==> src/rtl/stby_pkg.sv <==
package stby_pkg;

  typedef enum logic [2:0] {
    ST_RUN         = 3'd0,
    ST_STANDBY     = 3'd1,
    ST_SETTLE      = 3'd2,
    ST_BUS_GRANTED = 3'd3,
    ST_INT_ACK     = 3'd4
  } stbyState_t;

  // strobes from control to datapath
  typedef struct packed {
    logic cntLoad;    // load settling counter
    logic cntDec;     // decrement settling counter
    logic driveCore;  // pins follow core values
    logic releaseBus; // pins floated
  } dpCtl_t;

endpackage

==> src/rtl/stby_sync.sv <==
module stby_sync #(
  parameter int WIDTH  = 2,
  parameter int STAGES = 2
) (
  input  logic             clk,
  input  logic             rstN,
  input  logic [WIDTH-1:0] asyncIn,
  output logic [WIDTH-1:0] syncOut
);

  logic [WIDTH-1:0] stageQ [STAGES];

  genvar gi;
  generate
    for (gi = 0; gi < STAGES; gi++) begin : g_stage
      if (gi == 0) begin : g_first
        always_ff @(posedge clk or negedge rstN) begin
          if (!rstN) stageQ[gi] <= '0;
          else       stageQ[gi] <= asyncIn;
        end
      end else begin : g_next
        always_ff @(posedge clk or negedge rstN) begin
          if (!rstN) stageQ[gi] <= '0;
          else       stageQ[gi] <= stageQ[gi-1];
        end
      end
    end
  endgenerate

  assign syncOut = stageQ[STAGES-1];

endmodule

==> src/rtl/stby_ctrl.sv <==
module stby_ctrl
  import stby_pkg::*;
(
  input  logic   clk,
  input  logic   rstN,
  input  logic   sleepStrobe,
  input  logic   modeBitHi,
  input  logic   modeBitLo,
  input  logic   ioStopBit,
  input  logic   busExitEn,
  input  logic   irqSync,
  input  logic   busSync,
  input  logic   cntZero,
  output dpCtl_t dpCtl,
  output logic   oscEn,
  output logic   clkEn,
  output logic   busAck,
  output logic   irqAck
);

  stbyState_t stateQ, stateD;
  logic       srcBusQ, srcBusD;
  logic       armOk;
  logic       srcHeld;

  assign armOk   = sleepStrobe && modeBitHi && !modeBitLo && ioStopBit;
  assign srcHeld = srcBusQ ? busSync : irqSync;

  always_comb begin
    stateD  = stateQ;
    srcBusD = srcBusQ;
    case (stateQ)
      ST_RUN: begin
        if (armOk) stateD = ST_STANDBY;
      end
      ST_STANDBY: begin
        if (irqSync) begin
          stateD  = ST_SETTLE;
          srcBusD = 1'b0;
        end else if (busSync && busExitEn) begin
          stateD  = ST_SETTLE;
          srcBusD = 1'b1;
        end
      end
      ST_SETTLE: begin
        if (!srcHeld)     stateD = ST_STANDBY;
        else if (cntZero) stateD = srcBusQ ? ST_BUS_GRANTED : ST_INT_ACK;
      end
      ST_INT_ACK: begin
        stateD = ST_RUN;
      end
      ST_BUS_GRANTED: begin
        if (!busSync) stateD = ST_RUN;
      end
      default: stateD = ST_RUN;
    endcase
  end

  always_ff @(posedge clk or negedge rstN) begin
    if (!rstN) begin
      stateQ  <= ST_RUN;
      srcBusQ <= 1'b0;
    end else begin
      stateQ  <= stateD;
      srcBusQ <= srcBusD;
    end
  end

  always_comb begin
    dpCtl.cntLoad    = (stateQ == ST_STANDBY) && (stateD == ST_SETTLE);
    dpCtl.cntDec     = (stateQ == ST_SETTLE) && !cntZero;
    dpCtl.driveCore  = (stateQ == ST_RUN);
    dpCtl.releaseBus = (stateQ == ST_BUS_GRANTED);
  end

  assign oscEn  = (stateQ != ST_STANDBY);
  assign clkEn  = (stateQ == ST_RUN) || (stateQ == ST_INT_ACK) ||
                  (stateQ == ST_BUS_GRANTED);
  assign busAck = (stateQ == ST_BUS_GRANTED);
  assign irqAck = (stateQ == ST_INT_ACK);

endmodule

==> src/rtl/stby_datapath.sv <==
module stby_datapath
  import stby_pkg::*;
#(
  parameter int SETTLE_CYCLES = 1 << 17,
  parameter int ADDR_W        = 20,
  parameter int CTL_W         = 4
) (
  input  logic              clk,
  input  logic              rstN,
  input  dpCtl_t            dpCtl,
  input  logic [ADDR_W-1:0] addrIn,
  input  logic [CTL_W-1:0]  ctlIn,
  output logic              cntZero,
  output logic [ADDR_W-1:0] addrOut,
  output logic              addrOe,
  output logic [CTL_W-1:0]  ctlOut,
  output logic              ctlOe
);

  localparam int CNT_W = $clog2(SETTLE_CYCLES) + 1;
  localparam logic [CNT_W-1:0] CNT_LOAD = CNT_W'(SETTLE_CYCLES - 1);

  logic [CNT_W-1:0] cntQ;

  always_ff @(posedge clk or negedge rstN) begin
    if (!rstN)             cntQ <= '0;
    else if (dpCtl.cntLoad) cntQ <= CNT_LOAD;
    else if (dpCtl.cntDec)  cntQ <= cntQ - 1'b1;
  end

  assign cntZero = (cntQ == '0);

  // pins: core values in run, idle high otherwise, floated when granted
  assign addrOut = dpCtl.driveCore ? addrIn : '1;
  assign ctlOut  = dpCtl.driveCore ? ctlIn  : '1;
  assign addrOe  = !dpCtl.releaseBus;
  assign ctlOe   = !dpCtl.releaseBus;

endmodule

==> src/rtl/stby_wake_ctrl.sv <==
module stby_wake_ctrl
  import stby_pkg::*;
#(
  parameter int SETTLE_CYCLES = 1 << 17,
  parameter int ADDR_W        = 20,
  parameter int CTL_W         = 4,
  parameter int SYNC_STAGES   = 2
) (
  input  logic              clk,
  input  logic              rstN,
  input  logic              sleepStrobe,
  input  logic              modeBitHi,
  input  logic              modeBitLo,
  input  logic              ioStopBit,
  input  logic              busExitEn,
  input  logic              irqReq,
  input  logic              busReq,
  input  logic [ADDR_W-1:0] addrIn,
  input  logic [CTL_W-1:0]  ctlIn,
  output logic              oscEn,
  output logic              clkEn,
  output logic [ADDR_W-1:0] addrOut,
  output logic              addrOe,
  output logic [CTL_W-1:0]  ctlOut,
  output logic              ctlOe,
  output logic              busAck,
  output logic              irqAck
);

  logic [1:0] reqSync;
  dpCtl_t     dpCtl;
  logic       cntZero;

  stby_sync #(.WIDTH(2), .STAGES(SYNC_STAGES)) sync_i (
    .clk     (clk),
    .rstN    (rstN),
    .asyncIn ({busReq, irqReq}),
    .syncOut (reqSync)
  );

  stby_ctrl ctrl_i (
    .clk         (clk),
    .rstN        (rstN),
    .sleepStrobe (sleepStrobe),
    .modeBitHi   (modeBitHi),
    .modeBitLo   (modeBitLo),
    .ioStopBit   (ioStopBit),
    .busExitEn   (busExitEn),
    .irqSync     (reqSync[0]),
    .busSync     (reqSync[1]),
    .cntZero     (cntZero),
    .dpCtl       (dpCtl),
    .oscEn       (oscEn),
    .clkEn       (clkEn),
    .busAck      (busAck),
    .irqAck      (irqAck)
  );

  stby_datapath #(
    .SETTLE_CYCLES (SETTLE_CYCLES),
    .ADDR_W        (ADDR_W),
    .CTL_W         (CTL_W)
  ) dp_i (
    .clk     (clk),
    .rstN    (rstN),
    .dpCtl   (dpCtl),
    .addrIn  (addrIn),
    .ctlIn   (ctlIn),
    .cntZero (cntZero),
    .addrOut (addrOut),
    .addrOe  (addrOe),
    .ctlOut  (ctlOut),
    .ctlOe   (ctlOe)
  );

endmodule

==> config.mk <==
export PLATFORM = sky130hd
export DESIGN_NAME = stby_wake_ctrl
export DESIGN_NICKNAME = d
export VERILOG_FILES = /design/src/rtl/stby_pkg.sv /design/src/rtl/stby_sync.sv /design/src/rtl/stby_ctrl.sv /design/src/rtl/stby_datapath.sv /design/src/rtl/stby_wake_ctrl.sv
export SDC_FILE = /design/constraint.sdc
export NUM_CORES = 1
export LEC_CHECK = 0
export ABC_AREA = 1
export BUFFER_PORTS_ARGS = -buffer_cell sky130_fd_sc_hd__buf_2
export CORE_UTILIZATION = 50
export CTS_CLUSTER_DIAMETER = 200
export DETAILED_ROUTE_END_ITERATION = 10
export GPL_TIMING_DRIVEN = 1
export PLACE_DENSITY = 0.8
export SKIP_LAST_GASP = 1
export SYNTH_ARGS = -nofsm -noshare
export SYNTH_HDL_FRONTEND = slang
export SYNTH_SLANG_ARGS = --single-unit
==> constraint.sdc <==
create_clock -name clk -period 2.55 [get_ports clk]
set_input_delay 0.3825 -clock clk [delete_from_list [all_inputs] [get_ports clk]]
set_output_delay 0.3825 -clock clk [all_outputs]
set_load 0.01 [all_outputs]
==> results of run 1 <==
-- worst paths after layout --
path	start	endpoint	slack, ns	cells after the start
setup / recovery	ctrl_i.stateQ[1]	addrOut[3]	0.70	6
hold / removal	rstN	dp_i.cntQ[13]	0.03	1
setup reg to reg	dp_i.cntQ[0]	dp_i.cntQ[0]	0.84	9
hold reg to reg	sync_i.stageQ[2]	sync_i.syncOut[0]	0.36	0
max in group asynchronous	rstN	dp_i.cntQ[3]	2.14	1
min in group clk	irqReq	sync_i.stageQ[2]	0.16	1
-- cell usage after synthesis --
cell type	n	area [sq um]
o21ai_1	4	20.0
xor2_1	2	17.5
dfrtp_1	26	651
xnor2_1	1	8.76
o21ai_2	8	70.1
nor2_4	2	22.5
buf_4	2	15.0
nor3_2	1	10.0
inv_2	4	15.0
nand2_8	1	20.0
o211ai_1	2	15.0
buf_2	2	10.0
a21oi_1	2	10.0
o21ai_0	7	35.0
nor3_1	1	5.00
and2_1	1	6.26
nand2_1	74	278
nor2_1	26	97.6
inv_1	53	199
nand2_4	2	22.5
nand2_2	1	6.26
nand3_1	32	160
ha_1	2	25.0
nor2_2	3	18.8
buf_6	3	33.8
nand4_1	5	31.3
-- logic make-up after synthesis --
group	after synthesis	synth area share, %
XOR/XNOR	3	1.46
AO/OA/AOI/OAI	23	8.33
AND/OR/NAND/NOR	149	37.6
adder cells (fa/ha/maj)	2	1.39
buffers and inverters	64	15.1
flip-flops	26	36.1
-- per-layer routing --
layer  wire, microns  part of all wire (%)
met1            1740                    44
met2            1850                    47
met3             274                   7.0
met4              44                   1.1
met5               0                     0
-- sequential cells by signal, indices dropped and copies added, names as in the netlist --
register        flops
ctrl_i.stateQ       3
ctrl_i.srcBusQ      1
sync_i.stageQ       2
dp_i.cntQ          18
sync_i.syncOut      2
-- worst register-to-register path, cell delays in order, from the launching register on --
cell	delay, ns
dfrtp_1	0.40
inv_1	0.19
ha_1	0.18
nand3_1	0.08
nor2_2	0.15
nand2_4	0.10
nand2_8	0.13
nand2_4	0.15
o21ai_0	0.15
o21ai_2	0.07
-- power by group through the flow --
stage | sequential (W) | combinational [W] | clock [W]
2_1_floorplan | 0.000582 | 0.000689 | 0
6_report | 0.000603 | 0.000922 | 0.000207
3_3_place_gp | 0.000606 | 0.000910 | 0
4_1_cts | 0.000600 | 0.000928 | 0.000212
5_1_grt | 0.000616 | 0.00107 | 0.000228
3_5_place_dp | 0.000609 | 0.000925 | 0
-- stage by stage --
| stage | instance area [sq um] | total power (W) |
|---|---|---|
| 2_1_floorplan | 1800 | 0.00127 |
| 3_3_place_gp | 2130 | 0.00152 |
| 3_5_place_dp | 2130 | 0.00153 |
| 4_1_cts | 2160 | 0.00174 |
| 5_1_grt | 2160 | 0.00191 |
| 6_report | 2160 | 0.00173 |
-- area by class of cell --
| cell class | count | area (sq um) | area share, % |
|---|---|---|---|
| clock buffers | 4 | 36.3 | 1.68 |
| inverters | 57 | 214 | 9.89 |
| multi-input cells | 177 | 880 | 40.7 |
| flip-flops and latches | 26 | 651 | 30.1 |
| well taps | 46 | 57.6 | 2.66 |
| repair buffers | 64 | 325 | 15.0 |
-- placed cells by master (no fill, tap or decap), types with 3 or more instances in the layout --
cell      synthesis  final
dfrtp_1          26     26
clkbuf_4          0      3
o21ai_2           8      8
inv_2             4      4
nand2_1          74     74
o21ai_1           4      4
nor2_2            3      3
buf_2             2     62
nor2_1           26     26
o21ai_0           7      7
nand4_1           5      5
inv_1            53     53
nand3_1          32     32
==> impl_metrics.py, run 1 <==
metrics = {
    "worst_setup_path": {
        "crit_buf_inv": 3,
        "cpPeakStageDelay_ns": 0.44,
        "path_cells": "inv_1 -> nand2_1 -> nor2_1 -> buf_4 -> nand2_1 -> buf_2",
        "path_delay_family": "flip-flops",
        "cp_slowest_cell": "dfrtp_1",
        "cp-end-kind": "primary output",
        "worstPathMaxFanout": 16,
        "setup.worst_path.class": "flop to primary output",
        "required_ns": 2.17,
        "critical_path.most_common_cell": "nand2_1",
        "worstSetupStartpointType": "flop",
        "crit_arrival_ns": 1.47,
    },
    "layout": {
        "drive_gt1_share_pct": 27.4,
        "synthToLayoutAreaGrowth_pct": 20.0,
        "nFillCells": 303,
        "nets": 364,
        "finish.utilization_pct": 63.8,
        "diodes": 0,
        "fin_cells": 374,
    },
    "floorplanning": {
        "start_util_pct": 53.2,
        "pin_count": 63,
        "coreArea_sq_um": 3390,
        "dieArea_sq_um": 3850,
        "die_x_microns": 62.1,
        "rows": 21,
        "fp.dieH_microns": 62.1,
    },
    "placement": {
        "io_buffers": 62,
        "dpl.cell_count": 370,
        "dp_slack_ns": 0.861,
        "gp_congestion": 0.954,
        "dp_hpwl_mm": 3.11,
    },
    "power_and_ir_drop": {
        "netSwitchingFraction_pct": 45.6,
        "peakVddDrop_mv": 0.598,
        "powerDensity_nw_per_um2": 800,
        "power_leakage_nw": 1.26,
        "p_int_w": 0.000943,
        "p_clk_share_pct": 12.0,
        "power_frac_seq_pct": 34.8,
        "power_frac_comb_pct": 53.2,
        "power_switching_w": 0.000789,
    },
    "clock_network": {
        "clockRootBuffer": "clkbuf_4",
        "post_cts_resized": 0,
        "cts-hold-fix-buffers": 0,
        "cts_sinks": 26,
        "post-cts-setup-buffer-count": 0,
        "cts_tree": "done",
        "clk_latency_ns": 0.32,
        "clk_path_buf_depth": 2,
        "clk_pin_slew_ns": 0.14,
        "cts_buffers": 3,
        "htree_levels": 1,
    },
    "routing": {
        "num_vias": 1821,
        "drtPass1Iterations": 4,
        "remaining_drc_errors": 0,
        "ant_nets": 0,
        "routed_wl_mm": 3.91,
        "vias_per_cell": 4.87,
        "drt_iter0_markers": 66,
        "routedWlPerCell_microns": 10.4,
    },
    "logic_synthesis": {
        "synth-warning-count": 0,
        "synth-seq-cells": 26,
        "syn-num-nets": 302,
        "yosysSeqAreaShare_pct": 36.1,
        "ys_types": 26,
        "synth_area_sq_um": 1800,
        "postSynthCellCount": 267,
        "syn_avg_cell_area_sq_um": 6.75,
    },
    "global_route": {
        "grt_pass1_wl_mm": 6.58,
        "met2_usage_pct": 42.2,
        "met3_usage_pct": 1.86,
        "grtUsageMet1_pct": 29.1,
        "grt_pass1_vias": 1580,
        "grt-ovfl-total": 0,
        "antenna_found_initial": 0,
        "gr-usage-all-layers_pct": 23.2,
        "busiest_layer": "met2",
        "grt_max_degree": 27,
    },
    "timing": {
        "setup_slack_ns": 0.696,
        "hold_viol_final": 0,
        "setup_tns_ns": 0,
        "slew_headroom_pct": 62.1,
        "hold_ws_ns": 0.0295,
        "fin_worst_skew_ns": 0.00591,
        "setup_violations": 0,
        "max_freq_mhz": 539,
        "tightest_slew_ns": 0.568,
        "rsz0062_at_grt": "no",
        "slew_viol_final": 0,
        "min_period_ns": 1.85,
        "period_share_pct": 72.7,
    },
    "status": {
        "status": "finished clean",
    },
    "worst_hold_path": {
        "hold_path_class": "primary input to asynchronous set/reset pin",
    },
    "flow_run": {
        "max-cap-violations": 0,
    },
}
Note: power is estimated with default switching activity, not from simulation.
==> run 2, diff against run 1 <==
--- a/config.mk
+++ b/config.mk
@@ -7,11 +7,11 @@
 export LEC_CHECK = 0
 export ABC_AREA = 1
 export BUFFER_PORTS_ARGS = -buffer_cell sky130_fd_sc_hd__buf_2
-export CORE_UTILIZATION = 50
+export CORE_UTILIZATION = 45
 export CTS_CLUSTER_DIAMETER = 200
 export DETAILED_ROUTE_END_ITERATION = 10
 export GPL_TIMING_DRIVEN = 1
-export PLACE_DENSITY = 0.8
+export PLACE_DENSITY = 0.76
 export SKIP_LAST_GASP = 1
 export SYNTH_ARGS = -nofsm -noshare
 export SYNTH_HDL_FRONTEND = slang
==> constraint.sdc (replaced) <==
create_clock -name clk -period 1.55 [get_ports clk]
set_input_delay 0.2325 -clock clk [delete_from_list [all_inputs] [get_ports clk]]
set_output_delay 0.2325 -clock clk [all_outputs]
set_load 0.01 [all_outputs]
==> run 2 against run 1 <==
  * Critical path depth unchanged
  * Setup slack lost 0.72 ns
  * Count of clock-buffer cells in the layout decreased by 1
  * Final cell count rose by 5.3%
  * Total power is 88% higher
  * The flow now finishes with violations (setup timing)
  * Clock skew is 0.0022 ns higher
==> impl_metrics.py, run 2 (same netlist as run 1, synthesis figures left out) <==
metrics = {
    "status": {
        "status": "finished with violations",
        "violations": "setup timing",
    },
    "floorplanning": {
        "rows": 22,
        "pin_count": 63,
        "coreArea_sq_um": 3740,
        "start_util_pct": 48.2,
        "die_x_microns": 65.3,
        "dieArea_sq_um": 4260,
        "fp.dieH_microns": 65.3,
    },
    "global_route": {
        "gr-usage-all-layers_pct": 21.8,
        "grtUsageMet1_pct": 27.0,
        "met2_usage_pct": 37.6,
        "grt_pass1_vias": 1624,
        "busiest_layer": "met2",
        "met3_usage_pct": 3.13,
        "antenna_found_initial": 0,
        "grt_max_degree": 27,
        "grt-ovfl-total": 0,
        "grt_pass1_wl_mm": 7.15,
    },
    "power_and_ir_drop": {
        "power_frac_comb_pct": 57.8,
        "power_leakage_nw": 1.37,
        "p_int_w": 0.00182,
        "power_frac_seq_pct": 30.4,
        "powerDensity_nw_per_um2": 1360,
        "power_switching_w": 0.00143,
        "power_w": 0.00325,
        "netSwitchingFraction_pct": 44.1,
        "peakVddDrop_mv": 1.05,
        "p_clk_share_pct": 11.8,
    },
    "worst_setup_path": {
        "cp-end-kind": "primary output",
        "worstSetupStartpointType": "flop",
        "required_ns": 1.32,
        "reg2reg_from": "ctrl_i.stateQ[1]",
        "worstPathMaxFanout": 12,
        "cp_slowest_cell": "dfrtp_1",
        "path_cells": "inv_2 -> nand2_2 -> nor2_4 -> clkbuf_16 -> nand2_1 -> buf_2",
        "cpPeakStageDelay_ns": 0.40,
        "cp-startpoint": "ctrl_i.stateQ[1]",
        "setup.worst_path.class": "flop to primary output",
        "crit_arrival_ns": 1.34,
        "rr_worst_depth": 8,
    },
    "routing": {
        "ant_nets": 0,
        "vias_per_cell": 4.78,
        "routedWlPerCell_microns": 11.6,
        "drtPass1Iterations": 4,
        "routed_wl_mm": 4.59,
        "num_vias": 1883,
        "drt_iter0_markers": 55,
        "remaining_drc_errors": 0,
    },
    "worst_hold_path": {
        "hold_path_depth": 1,
        "hold_path_class": "primary input to flop",
        "worstHoldStart": "busReq",
    },
    "layout": {
        "nets": 383,
        "drive_gt1_share_pct": 35.0,
        "top_regs": "dp_i.cntQ x18, ctrl_i.stateQ x3",
        "diodes": 0,
        "synthToLayoutAreaGrowth_pct": 33.1,
        "largest_reg_flops": 18,
        "top_register": "dp_i.cntQ",
        "layout_commonest_cell": "nand2_1",
        "layout_common_cells": "nand2_1 (73), buf_2 (62), inv_1 (50)",
    },
    "timing": {
        "min_period_ns": 1.57,
        "hold_viol_final": 0,
        "fin_worst_skew_ns": 0.00816,
        "slew_headroom_pct": 61.4,
        "setup_violations": 11,
        "tightest_slew_ns": 0.580,
        "rsz0062_at_grt": "yes",
        "slew_viol_final": 0,
        "max_freq_mhz": 636,
        "period_share_pct": 101,
        "setup_slack_ns": -0.0232,
    },
    "clock_network": {
        "clk_latency_ns": 0.28,
        "cts_buffers": 3,
        "clk_pin_slew_ns": 0.08,
        "htree_levels": 1,
        "cts_sinks": 26,
        "cts_tree": "done",
        "clk_path_buf_depth": 2,
        "clockRootBuffer": "clkbuf_8",
    },
    "flow_run": {
        "max-cap-violations": 0,
    },
    "placement": {
        "dp_slack_ns": 0.0279,
        "dp_hpwl_mm": 3.37,
        "gp_congestion": 0.936,
        "io_buffers": 62,
    },
}
## run 2: changes by cell type in the layout (fill, tap and decap cells not counted), moves of 2 or more
cell,delta
inv_2,+3
inv_1,-3
nor2_1,-8
nor2_2,+6
buf_4,+15
clkbuf_8,+2
nor2_4,+2
o21ai_0,-2
clkbuf_4,-3
## run 2: power groups by stage
stage	Combinational (W)	Sequential [W]	Clock (W)
final	0.00188	0.000988	0.000385
after global routing	0.00208	0.00101	0.000414
after CTS	0.00169	0.000972	0.000392
after detailed placement	0.00165	0.000992	0
after global placement	0.00162	0.000985	0
after floorplan	0.00113	0.000958	0
## run 2: final cells by class
class                   instances  area [sq um]
clock buffers                   3          41.3
inverters                      57           214
fillers                       335          1340
repair buffers                 83           504
well taps                      48          60.1
multi-input cells             177           930
flip-flops and latches         26           651
## run 2: repair_timing
item	4_1_cts	5_1_grt
pin swaps	0	5
resized for setup	1	19
buffers inserted	1	3
hold endpoints to repair	26	0
cloned	0	1
hold buffers	1	0
endpoints found under the setup margin	26	41
## run 2: worst paths after layout
check | to | slack [ns]
setup / recovery | ctlOut[1] | -0.02
hold / removal | sync_i.stageQ[3] | 0.06
setup reg to reg | dp_i.cntQ[2] | 0.03
hold reg to reg | sync_i.syncOut[0] | 0.35
max in group asynchronous | sync_i.syncOut[1] | 0.68
min in group asynchronous | dp_i.cntQ[13] | 0.48
## run 2: critical path: cells and delay by family, from the launching register on
kind	cells	cell delay, ns
buf+inv	3	0.38
simple gates	3	0.29
flops	1	0.40
## run 2: metal layers
layer | part of all wire, % | vias up
li1 | - | 975
met1 | 44 | 848
met2 | 50 | 55
met3 | 4.4 | 5
met4 | 1.1 | 0
met5 | 0 | -
## run 2: metrics by stage
stage                     cell area, sq um  hold WS, ns  setup TNS, ns  utilization (%)  cells
final                                 2400       0.0632         -0.228             64.1    394
after global routing                  2400       0.0532          -2.48             64.1    394
after CTS                             2300       0.0585         -0.928             61.5    390
after detailed placement              2240        0.264              0             59.8    385
after global placement                2240        0.264              0             59.8    385
after floorplan                       1800      -0.0631              0                -    267
